--- src/rtl/i2cr_pkg.sv ---
`timescale 1ns/1ps
package i2cr_pkg;
  localparam int NUM_REC   = 3;
  localparam int REC_BYTES = 9;
  localparam int LEN_W     = 3;

  typedef enum logic [1:0] {MODE_CMD, MODE_TX, MODE_RX} modeT;

  typedef struct packed {
    logic       shiftIn;
    logic       shiftOut;
    logic       loadTx;
    logic       txValid;
    logic       stageWr;
    logic       commit;
    logic [1:0] sel;
  } ctrlStbT;

  function automatic logic [LEN_W-1:0] recLen(input logic [1:0] s);
    case (s)
      2'd0:    return 3'd1;
      2'd1:    return 3'd2;
      default: return 3'd6;
    endcase
  endfunction

  function automatic int recBase(input int s);
    if (s == 0) return 0;
    else if (s == 1) return 1;
    else return 3;
  endfunction

  function automatic int recOfByte(input int g);
    if (g < 1) return 0;
    else if (g < 3) return 1;
    else return 2;
  endfunction

  // constant records served on reads
  function automatic logic [7:0] tgtByte(input logic [1:0] s, input logic [2:0] i);
    case (s)
      2'd0: return 8'd12;
      2'd1: return (i == 3'd0) ? 8'd15 : 8'd16;
      default: begin
        case (i)
          3'd0: return 8'h41;
          3'd1: return 8'h42;
          3'd2: return 8'h43;
          3'd3: return 8'h44;
          3'd4: return 8'h31;
          default: return 8'h32;
        endcase
      end
    endcase
  endfunction
endpackage

--- src/rtl/i2cr_sync.sv ---
`timescale 1ns/1ps
module i2cr_sync #(
  parameter int SYNC_STAGES = 2
) (
  input  logic clk,
  input  logic rstN,
  input  logic sclIn,
  input  logic sdaIn,
  output logic sclS,
  output logic sdaS,
  output logic sclRise,
  output logic sclFall,
  output logic startEv,
  output logic stopEv
);
  logic [SYNC_STAGES-1:0] sclPipe, sdaPipe;
  logic sclD, sdaD;

  always_ff @(posedge clk or negedge rstN) begin
    if (!rstN) begin
      sclPipe <= '1;
      sdaPipe <= '1;
      sclD    <= 1'b1;
      sdaD    <= 1'b1;
    end else begin
      sclPipe <= {sclPipe[SYNC_STAGES-2:0], sclIn};
      sdaPipe <= {sdaPipe[SYNC_STAGES-2:0], sdaIn};
      sclD    <= sclPipe[SYNC_STAGES-1];
      sdaD    <= sdaPipe[SYNC_STAGES-1];
    end
  end

  assign sclS    = sclPipe[SYNC_STAGES-1];
  assign sdaS    = sdaPipe[SYNC_STAGES-1];
  assign sclRise = sclS & ~sclD;
  assign sclFall = ~sclS & sclD;
  assign startEv = sclS & sclD & sdaD & ~sdaS;
  assign stopEv  = sclS & sclD & ~sdaD & sdaS;
endmodule

--- src/rtl/i2cr_data.sv ---
`timescale 1ns/1ps
module i2cr_data
  import i2cr_pkg::*;
#(
  parameter int STAGE_DEPTH = 20,
  parameter int IDX_W       = 5
) (
  input  logic                   clk,
  input  logic                   rstN,
  input  ctrlStbT                stb,
  input  logic [IDX_W-1:0]       idx,
  input  logic                   sdaS,
  output logic [7:0]             rxNext,
  output logic                   txMsb,
  output logic [REC_BYTES*8-1:0] rxRecords
);
  logic [7:0] shiftReg;
  logic [7:0] txShift;
  logic [7:0] stage [STAGE_DEPTH];
  logic [7:0] rec   [REC_BYTES];

  assign rxNext = {shiftReg[6:0], sdaS};
  assign txMsb  = txShift[7];

  always_ff @(posedge clk or negedge rstN) begin
    if (!rstN) begin
      shiftReg <= '0;
      txShift  <= 8'hFF;
    end else begin
      if (stb.shiftIn) shiftReg <= rxNext;
      if (stb.loadTx)
        txShift <= stb.txValid ? tgtByte(stb.sel, idx[2:0]) : 8'hFF;
      else if (stb.shiftOut)
        txShift <= {txShift[6:0], 1'b1};
    end
  end

  always_ff @(posedge clk or negedge rstN) begin
    if (!rstN) begin
      for (int k = 0; k < STAGE_DEPTH; k++) stage[k] <= '0;
    end else if (stb.stageWr) begin
      stage[idx] <= rxNext;
    end
  end

  // one commit copies the whole staged record into its slot
  for (genvar g = 0; g < REC_BYTES; g++) begin : g_rec
    localparam int OWN = recOfByte(g);
    localparam int OFS = g - recBase(OWN);
    always_ff @(posedge clk or negedge rstN) begin
      if (!rstN)
        rec[g] <= '0;
      else if (stb.commit && stb.sel == 2'(OWN))
        rec[g] <= stage[OFS];
    end
    assign rxRecords[g*8 +: 8] = rec[g];
  end
endmodule

--- src/rtl/i2cr_ctrl.sv ---
`timescale 1ns/1ps
module i2cr_ctrl
  import i2cr_pkg::*;
#(
  parameter logic [6:0] TARGET_ADDR = 7'h48,
  parameter int         IDX_W       = 5
) (
  input  logic             clk,
  input  logic             rstN,
  input  logic             sclRise,
  input  logic             sclFall,
  input  logic             startEv,
  input  logic             stopEv,
  input  logic             sdaS,
  input  logic [7:0]       rxNext,
  input  logic             txMsb,
  output ctrlStbT          stb,
  output logic [IDX_W-1:0] idx,
  output logic             sdaOe,
  output logic             donePulse,
  output logic             startFlag,
  output logic             stopFlag
);
  typedef enum logic [3:0] {
    ST_IDLE, ST_ADDR, ST_ACK_FALL, ST_ACK_HOLD, ST_WR,
    ST_RD, ST_RD_ACK, ST_RD_ACKH, ST_IGNORE
  } stateT;

  stateT             state, stateN;
  logic [2:0]        bitCnt, bitCntN;
  logic              isRead, isReadN;
  logic              ackOk, ackOkN;
  modeT              mode, modeN;
  logic [1:0]        sel, selN;
  logic [LEN_W-1:0]  remain, remainN;
  logic [IDX_W-1:0]  idxN;
  logic              ackDrv, ackDrvN;
  logic              commitQ, commitN;
  logic              doneQ, doneN;
  logic              startFN, stopFN;

  always_comb begin
    stateN  = state;
    bitCntN = bitCnt;
    isReadN = isRead;
    ackOkN  = ackOk;
    modeN   = mode;
    selN    = sel;
    remainN = remain;
    idxN    = idx;
    ackDrvN = ackDrv;
    commitN = 1'b0;
    doneN   = 1'b0;
    startFN = startFlag;
    stopFN  = stopFlag;
    stb         = '0;
    stb.sel     = sel;
    stb.commit  = commitQ;

    if (stopEv) begin
      stateN  = ST_IDLE;
      ackDrvN = 1'b0;
      stopFN  = 1'b1;
      startFN = 1'b0;
    end else if (startEv) begin
      stateN  = ST_ADDR;
      bitCntN = '0;
      ackDrvN = 1'b0;
      startFN = 1'b1;
      stopFN  = 1'b0;
    end else begin
      case (state)
        ST_ADDR: if (sclRise) begin
          stb.shiftIn = 1'b1;
          if (bitCnt == 3'd7) begin
            if (rxNext[7:1] == TARGET_ADDR) begin
              isReadN = rxNext[0];
              stateN  = ST_ACK_FALL;
            end else begin
              stateN = ST_IGNORE;
            end
          end else begin
            bitCntN = bitCnt + 3'd1;
          end
        end
        ST_WR: if (sclRise) begin
          stb.shiftIn = 1'b1;
          if (bitCnt == 3'd7) begin
            stateN = ST_ACK_FALL;
            case (mode)
              MODE_CMD: begin
                if (rxNext < 8'd3) begin
                  modeN   = MODE_TX;
                  selN    = rxNext[1:0];
                  remainN = recLen(rxNext[1:0]);
                  idxN    = '0;
                end else if (rxNext < 8'd6) begin
                  modeN   = MODE_RX;
                  selN    = rxNext[1:0] - 2'd3;
                  remainN = recLen(rxNext[1:0] - 2'd3);
                  idxN    = '0;
                end
              end
              MODE_RX: begin
                stb.stageWr = 1'b1;
                idxN        = idx + 1'b1;
                if (remain == 3'd1) begin
                  commitN = 1'b1;
                  doneN   = 1'b1;
                  modeN   = MODE_CMD;
                end else begin
                  remainN = remain - 3'd1;
                end
              end
              default: ;
            endcase
          end else begin
            bitCntN = bitCnt + 3'd1;
          end
        end
        ST_ACK_FALL: if (sclFall) begin
          ackDrvN = 1'b1;
          stateN  = ST_ACK_HOLD;
        end
        ST_ACK_HOLD: if (sclFall) begin
          ackDrvN = 1'b0;
          bitCntN = '0;
          if (isRead) begin
            stb.loadTx  = 1'b1;
            stb.txValid = (mode == MODE_TX);
            stateN      = ST_RD;
          end else begin
            stateN = ST_WR;
          end
        end
        ST_RD: if (sclFall) begin
          if (bitCnt == 3'd7) begin
            stateN = ST_RD_ACK;
          end else begin
            stb.shiftOut = 1'b1;
            bitCntN      = bitCnt + 3'd1;
          end
        end
        ST_RD_ACK: if (sclRise) begin
          ackOkN = ~sdaS;
          stateN = ST_RD_ACKH;
          if (mode == MODE_TX) begin
            if (remain == 3'd1) begin
              modeN = MODE_CMD;
              doneN = 1'b1;
            end else if (sdaS) begin
              modeN = MODE_CMD;
            end else begin
              remainN = remain - 3'd1;
              idxN    = idx + 1'b1;
            end
          end
        end
        ST_RD_ACKH: if (sclFall) begin
          if (ackOk) begin
            stb.loadTx  = 1'b1;
            stb.txValid = (mode == MODE_TX);
            bitCntN     = '0;
            stateN      = ST_RD;
          end else begin
            stateN = ST_IGNORE;
          end
        end
        default: ;
      endcase
    end
  end

  always_ff @(posedge clk or negedge rstN) begin
    if (!rstN) begin
      state     <= ST_IDLE;
      bitCnt    <= '0;
      isRead    <= 1'b0;
      ackOk     <= 1'b0;
      mode      <= MODE_CMD;
      sel       <= '0;
      remain    <= '0;
      idx       <= '0;
      ackDrv    <= 1'b0;
      commitQ   <= 1'b0;
      doneQ     <= 1'b0;
      startFlag <= 1'b0;
      stopFlag  <= 1'b0;
    end else begin
      state     <= stateN;
      bitCnt    <= bitCntN;
      isRead    <= isReadN;
      ackOk     <= ackOkN;
      mode      <= modeN;
      sel       <= selN;
      remain    <= remainN;
      idx       <= idxN;
      ackDrv    <= ackDrvN;
      commitQ   <= commitN;
      doneQ     <= doneN;
      startFlag <= startFN;
      stopFlag  <= stopFN;
    end
  end

  assign sdaOe     = ackDrv | ((state == ST_RD) & ~txMsb);
  assign donePulse = doneQ;
endmodule

--- src/rtl/i2c_cmd_responder.sv ---
`timescale 1ns/1ps
module i2c_cmd_responder
  import i2cr_pkg::*;
#(
  parameter logic [6:0] TARGET_ADDR = 7'h48,
  parameter int         STAGE_DEPTH = 20,
  parameter int         SYNC_STAGES = 2
) (
  input  logic                   clk,
  input  logic                   rstN,
  input  logic                   sclIn,
  input  logic                   sdaIn,
  output logic                   sdaOe,
  output logic [REC_BYTES*8-1:0] rxRecords,
  output logic                   donePulse,
  output logic                   startFlag,
  output logic                   stopFlag
);
  localparam int IDX_W = $clog2(STAGE_DEPTH);

  logic             sclS, sdaS, sclRise, sclFall, startEv, stopEv;
  logic [7:0]       rxNext;
  logic             txMsb;
  ctrlStbT          stb;
  logic [IDX_W-1:0] idx;

  i2cr_sync #(.SYNC_STAGES(SYNC_STAGES)) u_sync (
    .clk(clk), .rstN(rstN), .sclIn(sclIn), .sdaIn(sdaIn),
    .sclS(sclS), .sdaS(sdaS), .sclRise(sclRise), .sclFall(sclFall),
    .startEv(startEv), .stopEv(stopEv)
  );

  i2cr_ctrl #(.TARGET_ADDR(TARGET_ADDR), .IDX_W(IDX_W)) u_ctrl (
    .clk(clk), .rstN(rstN), .sclRise(sclRise), .sclFall(sclFall),
    .startEv(startEv), .stopEv(stopEv), .sdaS(sdaS), .rxNext(rxNext),
    .txMsb(txMsb), .stb(stb), .idx(idx), .sdaOe(sdaOe),
    .donePulse(donePulse), .startFlag(startFlag), .stopFlag(stopFlag)
  );

  i2cr_data #(.STAGE_DEPTH(STAGE_DEPTH), .IDX_W(IDX_W)) u_data (
    .clk(clk), .rstN(rstN), .stb(stb), .idx(idx), .sdaS(sdaS),
    .rxNext(rxNext), .txMsb(txMsb), .rxRecords(rxRecords)
  );
endmodule

--- config.mk ---
export PLATFORM = sky130hd
export DESIGN_NAME = i2c_cmd_responder
export DESIGN_NICKNAME = d
export VERILOG_FILES = /design/src/rtl/i2cr_pkg.sv /design/src/rtl/i2cr_sync.sv /design/src/rtl/i2cr_data.sv /design/src/rtl/i2cr_ctrl.sv /design/src/rtl/i2c_cmd_responder.sv
export SDC_FILE = /design/constraint.sdc
export NUM_CORES = 1
export LEC_CHECK = 0
export ABC_CLOCK_PERIOD_IN_PS = 5800
export BUFFER_PORTS_ARGS = -buffer_cell sky130_fd_sc_hd__clkbuf_2
export CAP_MARGIN = 15
export CORE_UTILIZATION = 63
export DETAILED_ROUTE_END_ITERATION = 8
export PLACE_DENSITY = 0.85
export REMOVE_ABC_BUFFERS = 1
export SLEW_MARGIN = 5
export SYNTH_ARGS = -nofsm -noshare
export SYNTH_HDL_FRONTEND = slang
export SYNTH_SLANG_ARGS = --single-unit
--- constraint.sdc ---
create_clock -name clk -period 5.8 [get_ports clk]
set_input_delay 1.74 -clock clk [delete_from_list [all_inputs] [get_ports clk]]
set_output_delay 1.74 -clock clk [all_outputs]
set_load 0.1 [all_outputs]
; ---- Word-level counts from Yosys, hierarchy flattened
; Cells that the tools add are included.
; Widths: inputs -> output; s select.
[totals]
reg_bits = 279
input_bits = 4
wordCells = 251
[op_classes]
add_sub_neg = 4
n_lt_le_gt_ge = 4
eq_ne = 46
muxes = 106
bitwise = 17
n_reduce_logical = 26
[op_table]
columns = op, n
row1 = $bwmux 160, 1
row2 = $mux 4, 14
row3 = $mux 5, 11
row4 = $mux 3, 16
row5 = $demux 8 s5, 1
row6 = $pmux 7 s5, 1
row7 = $reduce_and 11->1, 3
row8 = $mux 8, 4
row9 = $mux 2, 15
row10 = $mux 1, 29
row11 = $ne 4x4->1 const B, 7
row12 = $pmux 4 s7, 1
row13 = $pmux 3 s2, 4
row14 = $pmux 5 s2, 2
row15 = $eq 4x3->1 const B, 4
row16 = $pmux 8 s2, 1
row17 = $ne 3x3->1 const B, 5
row18 = $reduce_and 7->1, 2
row19 = $ne 4x3->1 const B, 3
row20 = $pmux 2 s2, 3
row21 = $pmux 3 s4, 1
row22 = $reduce_and 12->1, 1
row23 = $ne 3x2->1 const B, 3
row24 = $reduce_bool 9->1, 1
row25 = other kinds (35), 70

; ---- Depth between registers and ports, before layout
; Gate-level depths: netlist of the first run.
[depth]
depth_word = 9
ltp_mapped = 8

; ---- By module
; From an unflattened synthesis of the first run, not the netlist that was laid out.
[hier_totals]
cells_unflattened = 542
area_unflattened_um2 = 7235.7
[modules_own_cells]
columns = mod, instances, cells_each, area_each_um2, seq_area_each_um2
row1 = i2cr_data, 1, 327, 5235.0, 3388.2
row2 = i2cr_ctrl, 1, 205, 1810.5, 650.6
row3 = i2cr_sync, 1, 10, 190.2, 157.7

; ---- Worst setup path after synthesis of the first run
; OpenSTA, ideal clock, no wires.
[synth_path]
path_type = flip-flop to output port
startpoint = reg u_ctrl.state[0]
endpoint = out sdaOe
arrival_time_ns = 2.511
required_ns = 4.060
setup_slack_ns = 1.549
path_stages_with_launch = 5
path_buffers = 1
path_cell_list = dfrtp_1 buf_2 inv_2 or4_1 o21bai_1
[synth_between]
elab_chain_cells = 3
[synth_lines]
columns = item, line
row1 = "start, declared", i2cr_ctrl.sv:29  ; stateT state, stateN;
row2 = "start signal, assigned", i2cr_ctrl.sv:190  ; state <= stateN;
row3 = $eq 4x3->1, i2cr_ctrl.sv:206  ; assign sdaOe = ackDrv | ((state == ST_RD) & ~txMsb);
row4 = $and 1x1->1, i2cr_ctrl.sv:206
row5 = $or 1x1->1, i2cr_ctrl.sv:206
row6 = "end, declared", i2c_cmd_responder.sv:13  ; output logic sdaOe,
; No other way between the ends.

; ---- Final worst setup path of the first run
; Same ends and word-level chain as after synthesis.

==> results of run 1 <==
-- layout make-up --
cell class	instances	area [µm²]
Clock buffer	25	495
Sequential cell	167	4200
Fill cell	672	2930
Inverter	13	48.8
Timing Repair Buffer	85	447
Tap cell	143	179
Multi-Input combinational cell	342	2980
Clock inverter	7	93.8
-- worst max-delay path, cell delays in order, from the launching register on --
cell and delay [ps]:
dfrtp_1 550, inv_2 130, or4_1 550, o21bai_1 140, clkbuf_2 470
-- routing by layer --
| layer | part of all wire | global-route usage | vias up |
|---|---|---|---|
| met5 | 0 | 0 | - |
| met4 | 0.024 | 0.118 | 0 |
| met3 | 0.057 | 0.0753 | 35 |
| met2 | 0.51 | 0.458 | 163 |
| met1 | 0.41 | 0.348 | 2405 |
| li1 | - | - | 2123 |
-- worst paths after layout --
| check | start | to | depth (start not counted) |
|---|---|---|---|
| setup reg to reg | u_data.shiftReg[2] | u_ctrl.idx[4] | 5 |
| min in group asynchronous | rstN | u_data.rxRecords[4] | 1 |
| setup / recovery | u_ctrl.state[0] | sdaOe | 4 |
| hold / removal | u_sync.sclPipe[0] | u_sync.sclPipe[1] | 0 |
| hold reg to reg | u_sync.sclPipe[0] | u_sync.sclPipe[1] | 0 |
| max in group asynchronous | rstN | u_sync.sdaPipe[0] | 2 |
-- power by group --
part           switching, mW  leakage, nW  total (mW)  internal [mW]
Sequential            0.0426         2.28        1.22           1.18
Combinational         0.0813         1.71       0.131         0.0496
Clock                  0.440        0.284        1.12          0.681
Total                  0.564         4.27        2.47           1.91
-- cell families (layout without fill, tap and decap cells) --
logic type | Yosys count | count (layout)
buffers and inverters | 37 | 130
adder cells (fa/ha/maj) | 14 | 14
multiplexers | 147 | 147
flip-flops | 167 | 167
AO/OA/AOI/OAI | 75 | 75
XOR/XNOR | 2 | 2
AND/OR/NAND/NOR | 104 | 104
-- registers in the layout, summed over array words and instances (netlist names), 2 cells and up --
| register | cells |
|---|---|
| u_ctrl.idx | 5 |
| u_ctrl.sel | 2 |
| u_ctrl.remain | 3 |
| u_data.stage | 48 |
| u_ctrl.bitCnt | 3 |
| u_sync.sclPipe | 2 |
| u_data.txShift | 8 |
| u_ctrl.state | 4 |
| u_sync.sdaPipe | 2 |
| u_data.shiftReg | 7 |
| u_data.rxRecords | 72 |
| u_ctrl.mode | 2 |
-- metrics by stage --
stage               cell area (µm²)  setup WS, ps  hold WS, ps
floorplan                      7230          1530          345
global placement               7850          2300          347
detailed placement             7850          2270          347
CTS                            8440          1810          357
global route                   8440          1720          359
finish                         8440          1800          356
-- cells in the final DEF, fill, tap and decap left out, drive strengths merged, types with 3 or more instances in the layout --
| master | synthesis | layout |
|---|---|---|
| buf | 5 | 7 |
| nor4 | 10 | 10 |
| nand2 | 22 | 22 |
| nor2 | 17 | 17 |
| inv | 13 | 14 |
| nor3b | 4 | 4 |
| o21ai | 25 | 25 |
| dfstp | 14 | 14 |
| or4 | 4 | 4 |
| nand3 | 7 | 7 |
| a21oi | 18 | 18 |
| mux2i | 18 | 18 |
| nor2b | 5 | 5 |
| or3 | 7 | 7 |
| a211oi | 3 | 3 |
| dfrtp | 153 | 153 |
| nor3 | 7 | 7 |
| o31ai | 3 | 3 |
| mux2 | 129 | 129 |
| nand2b | 13 | 13 |
| clkbuf | 19 | 103 |
| o211ai | 3 | 3 |
| a31oi | 3 | 3 |
| ha | 14 | 14 |
==> results by group, run 1 <==
Route
  – Drt wl/cell: between 15 and 20 µm
  – Via Count: 4726
  – DR pass1 iterations: 5
  – Post-route ant nets: 0
  – Vias/cell: 6.04
  – Initial drt markers: 253
  – DRC: 0
  – Total wire length: around 15 mm

Critical path
  – Critical Path End Type: output pin
  – CP Data Arrival Time: ~2300 ps
  – CP Max Fanout: 10
  – Critical Path RT: 4060 ps
  – Critical path class: register to output pin
  – Worst setup SP type: register
  – Reg2Reg Setup Slack: roughly 2800 ps

Die
  – Chip width: around 110 µm
  – Die ar.: roughly 12000 µm²
  – I/O Pins: 80
  – Die Ht: around 110 µm
  – # rows: 39
  – Core area: 11400 µm²
  – Initial Util: 0.644

Synth
  – Mux contribution to synthesized area: 0.223
  – Synthesized instance count: roughly 550
  – Sequential share of the synthesized area: 0.573
  – Top cells by area, synth: dfrtp_1 52%, mux2_2 20%, dfstp_2 5.0%
  – Area leader, netlist: dfrtp_1
  – Synth cell types: 57
  – Avg Cell Area, Syn: 13.4 µm²
  – YS warnings: 0
  – Synth Register Bits: between 150 and 200
  – FFs w/ async S/R, synth: 1.00
  – Yosys top cell area share: 0.523
  – Post-Synth Adder-Cell Area: 0.0239
  – Simple-Gate Fraction of Synth Area: 0.0931
  – Post-Synth XOR/XNOR Area: 0.00239
  – Synth Cell Area: approximately 7300 µm²
  – Most frequent cell after synthesis: dfrtp_1
  – Number of synthesized flops with an enable pin: 0
  – Post-synthesis compound-gate area fraction: 0.0651
  – Largest family of logic cells by synthesized area: multiplexers
  – Main flop type after synthesis: dfrtp_1
  – Top post-synthesis cells by count: 153 x dfrtp_1, 129 x mux2_2, 25 x o21ai_0

Place
  – DP Cell Count: roughly 750
  – HPWL after DPL: 9.71 mm
  – GP Congestion: 0.767
  – Number of I/O port buffers: slightly below 80

Timing
  – Rel. slew slack: 0.353
  – Tmin final: roughly 4000 ps
  – Final Hold Fails: 0
  – Setup tns final: 0 ps
  – Clock skew: around 8.2 ps
  – Slew @ Worst Pin: ~960 ps
  – Final setup vio count: 0
  – RSZ-0062 raised after global routing: false
  – Fin crit share: 0.689
  – Max-slew violations: 0
  – Fmax: about 250 MHz

Clock network
  – H-tree Lvls: 4
  – Setup bufs post-CTS: 0
  – CTS tree: done
  – CTS Root Buffer Type: clkbuf_16
  – Post-CTS sizing: 0
  – Reg clk slew, reported paths: around 60 ps
  – Worst-case clock buffer depth: 2
  – Clock sinks: ~170
  – CTS Buf Count: 17
  – CTS Hold Buffers Added: 0
  – Worst-Skew Late Latency: approximately 420 ps

Layout
  – P&R area growth vs syn: 15.3%
  – Antenna Cells: 0
  – Non-Filler Instances: between 700 and 800
  – # nets final: approximately 640
  – Fin util: 0.743
  – Layout cells sized above 1: 0.429

Power and ir drop
  – Overall power: ~2.5 mW
  – Worst IR Drop VDD: approximately 200 µV
  – Leakage power: about 4.3 nW
  – PD cells: 293 nW/µm²

GRT
  – First-pass GRT wire length: between 20 and 25 mm
  – Congestion Overflow GR: 0
  – Largest net degree at the start of global routing: approximately 110
  – Antenna violations before repair: 0
  – Vias in the first global route: roughly 4900
  – GRT Total Usage: 0.278

Job
  – Maxcap violations: 0

Outcome
  – Outcome: finished clean

Worst hold path
  – HP Class: register to register
Power figures use the tool's default switching activity.
==> inputs of run 2 (changes only) <==
Settings changed: ABC_CLOCK_PERIOD_IN_PS 5800 to 3250, CORE_UTILIZATION 63 to 53, PLACE_DENSITY 0.85 to 0.76.
Clock period 5.8 ns to 3.25 ns, I/O delays scaled along.
==> run 2 against run 1 <==
Against the previous run:
- via count shrank 1.2%
- first-iteration DRC count is 4.7% lower
- design area rose by 0.36%
- sequential power up 78%
- clock-buffer cell count fell by 7
- setup slack lost 1700 ps
- routed wire length shrank 3.7%
- register-to-register slack lost 2300 ps
- non-clock buffer count rose by 3
- sequential cell count is the same
- largest cell class unchanged
- largest power group unchanged
==> results by group, run 2 (synthesis results as in run 1) <==
Outcome
  – Outcome: finished clean

Route
  – DR pass1 iterations: 4 (-1)
  – Post-route ant nets: 0 (unchanged)
  – Drt wl/cell: 18.2 µm (-8.0%)
  – Total wire length: 14.9 mm (-3.7%)
  – Initial drt markers: 241 (-4.7%)
  – Via Count: 4667 (-1.2%)
  – DRC: 0 (unchanged)
  – Vias/cell: 5.71 (-5.6%)

Timing
  – Tmin final: between 3000 and 4000 ps
  – Final Hold Fails: 0 (unchanged)
  – Final setup vio count: 0 (unchanged)
  – Slew @ Worst Pin: 1090 ps (+124 ps)
  – Fin crit share: 0.969
  – Rel. slew slack: 0.275 (-0.0775)
  – Worst hold margin: 351 ps (-5.34 ps)
  – Fmax: 317 MHz
  – Worst setup margin: 99.3 ps (-1700 ps)
  – Max-slew violations: 0 (unchanged)
  – RSZ-0062 raised after global routing: false
  – Clock skew: 9.10 ps (+0.870 ps)

Power and ir drop
  – PD cells: 507 nW/µm² (+73%)
  – Combinational power share: 0.055 (+0.002)
  – Flop pwr share: 0.505 (+0.011)
  – Switching share of power: 0.243 (+0.0155)
  – Worst IR Drop VDD: 341 µV (+71%)
  – Overall power: 4.30 mW (+74%)
  – Pint: 3.25 mW (+70%)
  – Clock power frac: 0.440 (-0.013)
  – Leakage power: 4.27 nW (-0.13%)
  – Sw power: 1.05 mW (+86%)

Clock network
  – CTS tree: done
  – Clock sinks: 167 (unchanged)
  – H-tree Lvls: 4 (unchanged)
  – CTS Buf Count: 17 (unchanged)
  – Setup bufs post-CTS: 0 (unchanged)
  – Worst-Skew Late Latency: 430 ps (about the same)
  – Post-CTS sizing: 0 (unchanged)
  – Worst-case clock buffer depth: 2 (unchanged)
  – Reg clk slew, reported paths: 60 ps (about the same)
  – CTS Root Buffer Type: clkbuf_16
  – CTS Hold Buffers Added: 0 (unchanged)

GRT
  – Vias in the first global route: 4777 (-3.1%)
  – Antenna violations before repair: 0 (unchanged)
  – First-pass GRT wire length: 24.5 mm (-1.1%)
  – Largest net degree at the start of global routing: 58 (-45%)
  – GRT Total Usage: 0.224 (-0.0548)
  – Congestion Overflow GR: 0 (unchanged)

Critical path
  – Worst setup SP type: register
  – CP Max Fanout: 10 (unchanged)
  – Critical path class: register to output pin
  – CP max stage cell: or4_1
  – RR Startpoint: u_data.shiftReg[2]
  – Path depth of the worst reg2reg path: 5 (unchanged)
  – CP Launch Point: u_ctrl.state[0]
  – CP Data Arrival Time: 2180 ps (-80 ps)
  – Critical Path End Type: output pin
  – Cell Chain, Critical Path: inv_2 > or4_1 > o21bai_1 > buf_4
  – Critical Path RT: 2270 ps (-1790 ps)
  – Largest stage delay, worst path: 580 ps (+30 ps)

Die
  – # rows: 42 (+7.7%)
  – Initial Util: 0.549 (-0.0955)
  – Die ar.: 14300 µm² (+19%)
  – Chip width: 120 µm (+8.9%)
  – I/O Pins: 80 (unchanged)
  – Die Ht: 120 µm (+8.9%)
  – Core area: 13300 µm² (+17%)

Job
  – Maxcap violations: 0 (unchanged)

Layout
  – # nets final: 647 (+0.47%)
  – Filler cells: 1040 (+55%)
  – Max FFs per register: 72 (unchanged)
  – Layout cells sized above 1: 0.436 (+0.00734)
  – Antenna Cells: 0 (unchanged)
  – Most common library cell in the layout ignoring fill and taps: dfrtp_1
  – P&R area growth vs syn: 15.7%
  – Most frequent cells in the layout: 153 x dfrtp_1, 129 x mux2_2, 77 x clkbuf_2

Place
  – GP Congestion: 0.824 (+7.5%)
  – Number of I/O port buffers: 79 (unchanged)
  – HPWL after DPL: 9.80 mm (+0.91%)
  – Worst slack at placement: 552 ps (-1720 ps)

Worst hold path
  – Hold Crit Depth: 0 (unchanged)
  – HP Class: register to register
  – Hold path startpoint: u_sync.sclPipe[0]
run 2: changes by cell type in the layout (fill, tap and decap cells not counted), sizes merged:
cell | previous run | this run
buf | 7 | 11
bufinv | 2 | 1
clkbuf | 103 | 95
clkinv | 2 | 5
clkinvlp | 2 | 4
inv | 14 | 17
run 2: cell type report:
class	instances	area, µm²	area share
sequential	167	4200	0.495
tap	176	220	0.0260
timing repair buffer	88	472	0.0557
clock buffer	18	429	0.0506
inverter	13	48.8	0.00576
clock inverter	14	124	0.0146
multi-input combinational	342	2980	0.352
run 2: worst paths after layout:
kind	endpoint	slack, ps
min in group asynchronous	u_ctrl.ackDrv	480
min	u_sync.sclPipe[1]	350
max in group asynchronous	u_data.txShift[0]	1890
min reg2reg	u_sync.sclPipe[1]	350
max	sdaOe	100
max reg2reg	u_ctrl.idx[4]	540
run 2: layer usage:
| layer | GRT usage | wire length, µm |
|---|---|---|
| met3 | 0.0504 | 482 |
| met5 | 0 | 0 |
| met1 | 0.285 | 6490 |
| met2 | 0.375 | 7620 |
| met4 | 0.0813 | 260 |
run 2: power groups by stage:
stage / Sequential, mW / Combinational, mW / Clock (mW)
floorplan: 2.19 / 0.138 / 0
global placement: 2.21 / 0.227 / 0
detailed placement: 2.21 / 0.236 / 0
CTS: 2.17 / 0.239 / 1.92
global route: 2.17 / 0.264 / 2.00
finish: 2.17 / 0.237 / 1.89
run 2: stage by stage:
stage	setup TNS, ps	utilization	std cells	area (µm²)
after detailed placement	0	0.593	786	7920
after CTS	0	0.635	818	8470
final	0	0.635	818	8470
after floorplan	-258	-	522	7230
after global routing	0	0.635	818	8470
after global placement	0	0.593	786	7920
run 2: critical path, delay by kind of cell, from the launching register on:
family          cells  cell delay (ps)
buf+inv             2              440
compound gates      1              170
flops               1              570
simple gates        1              580
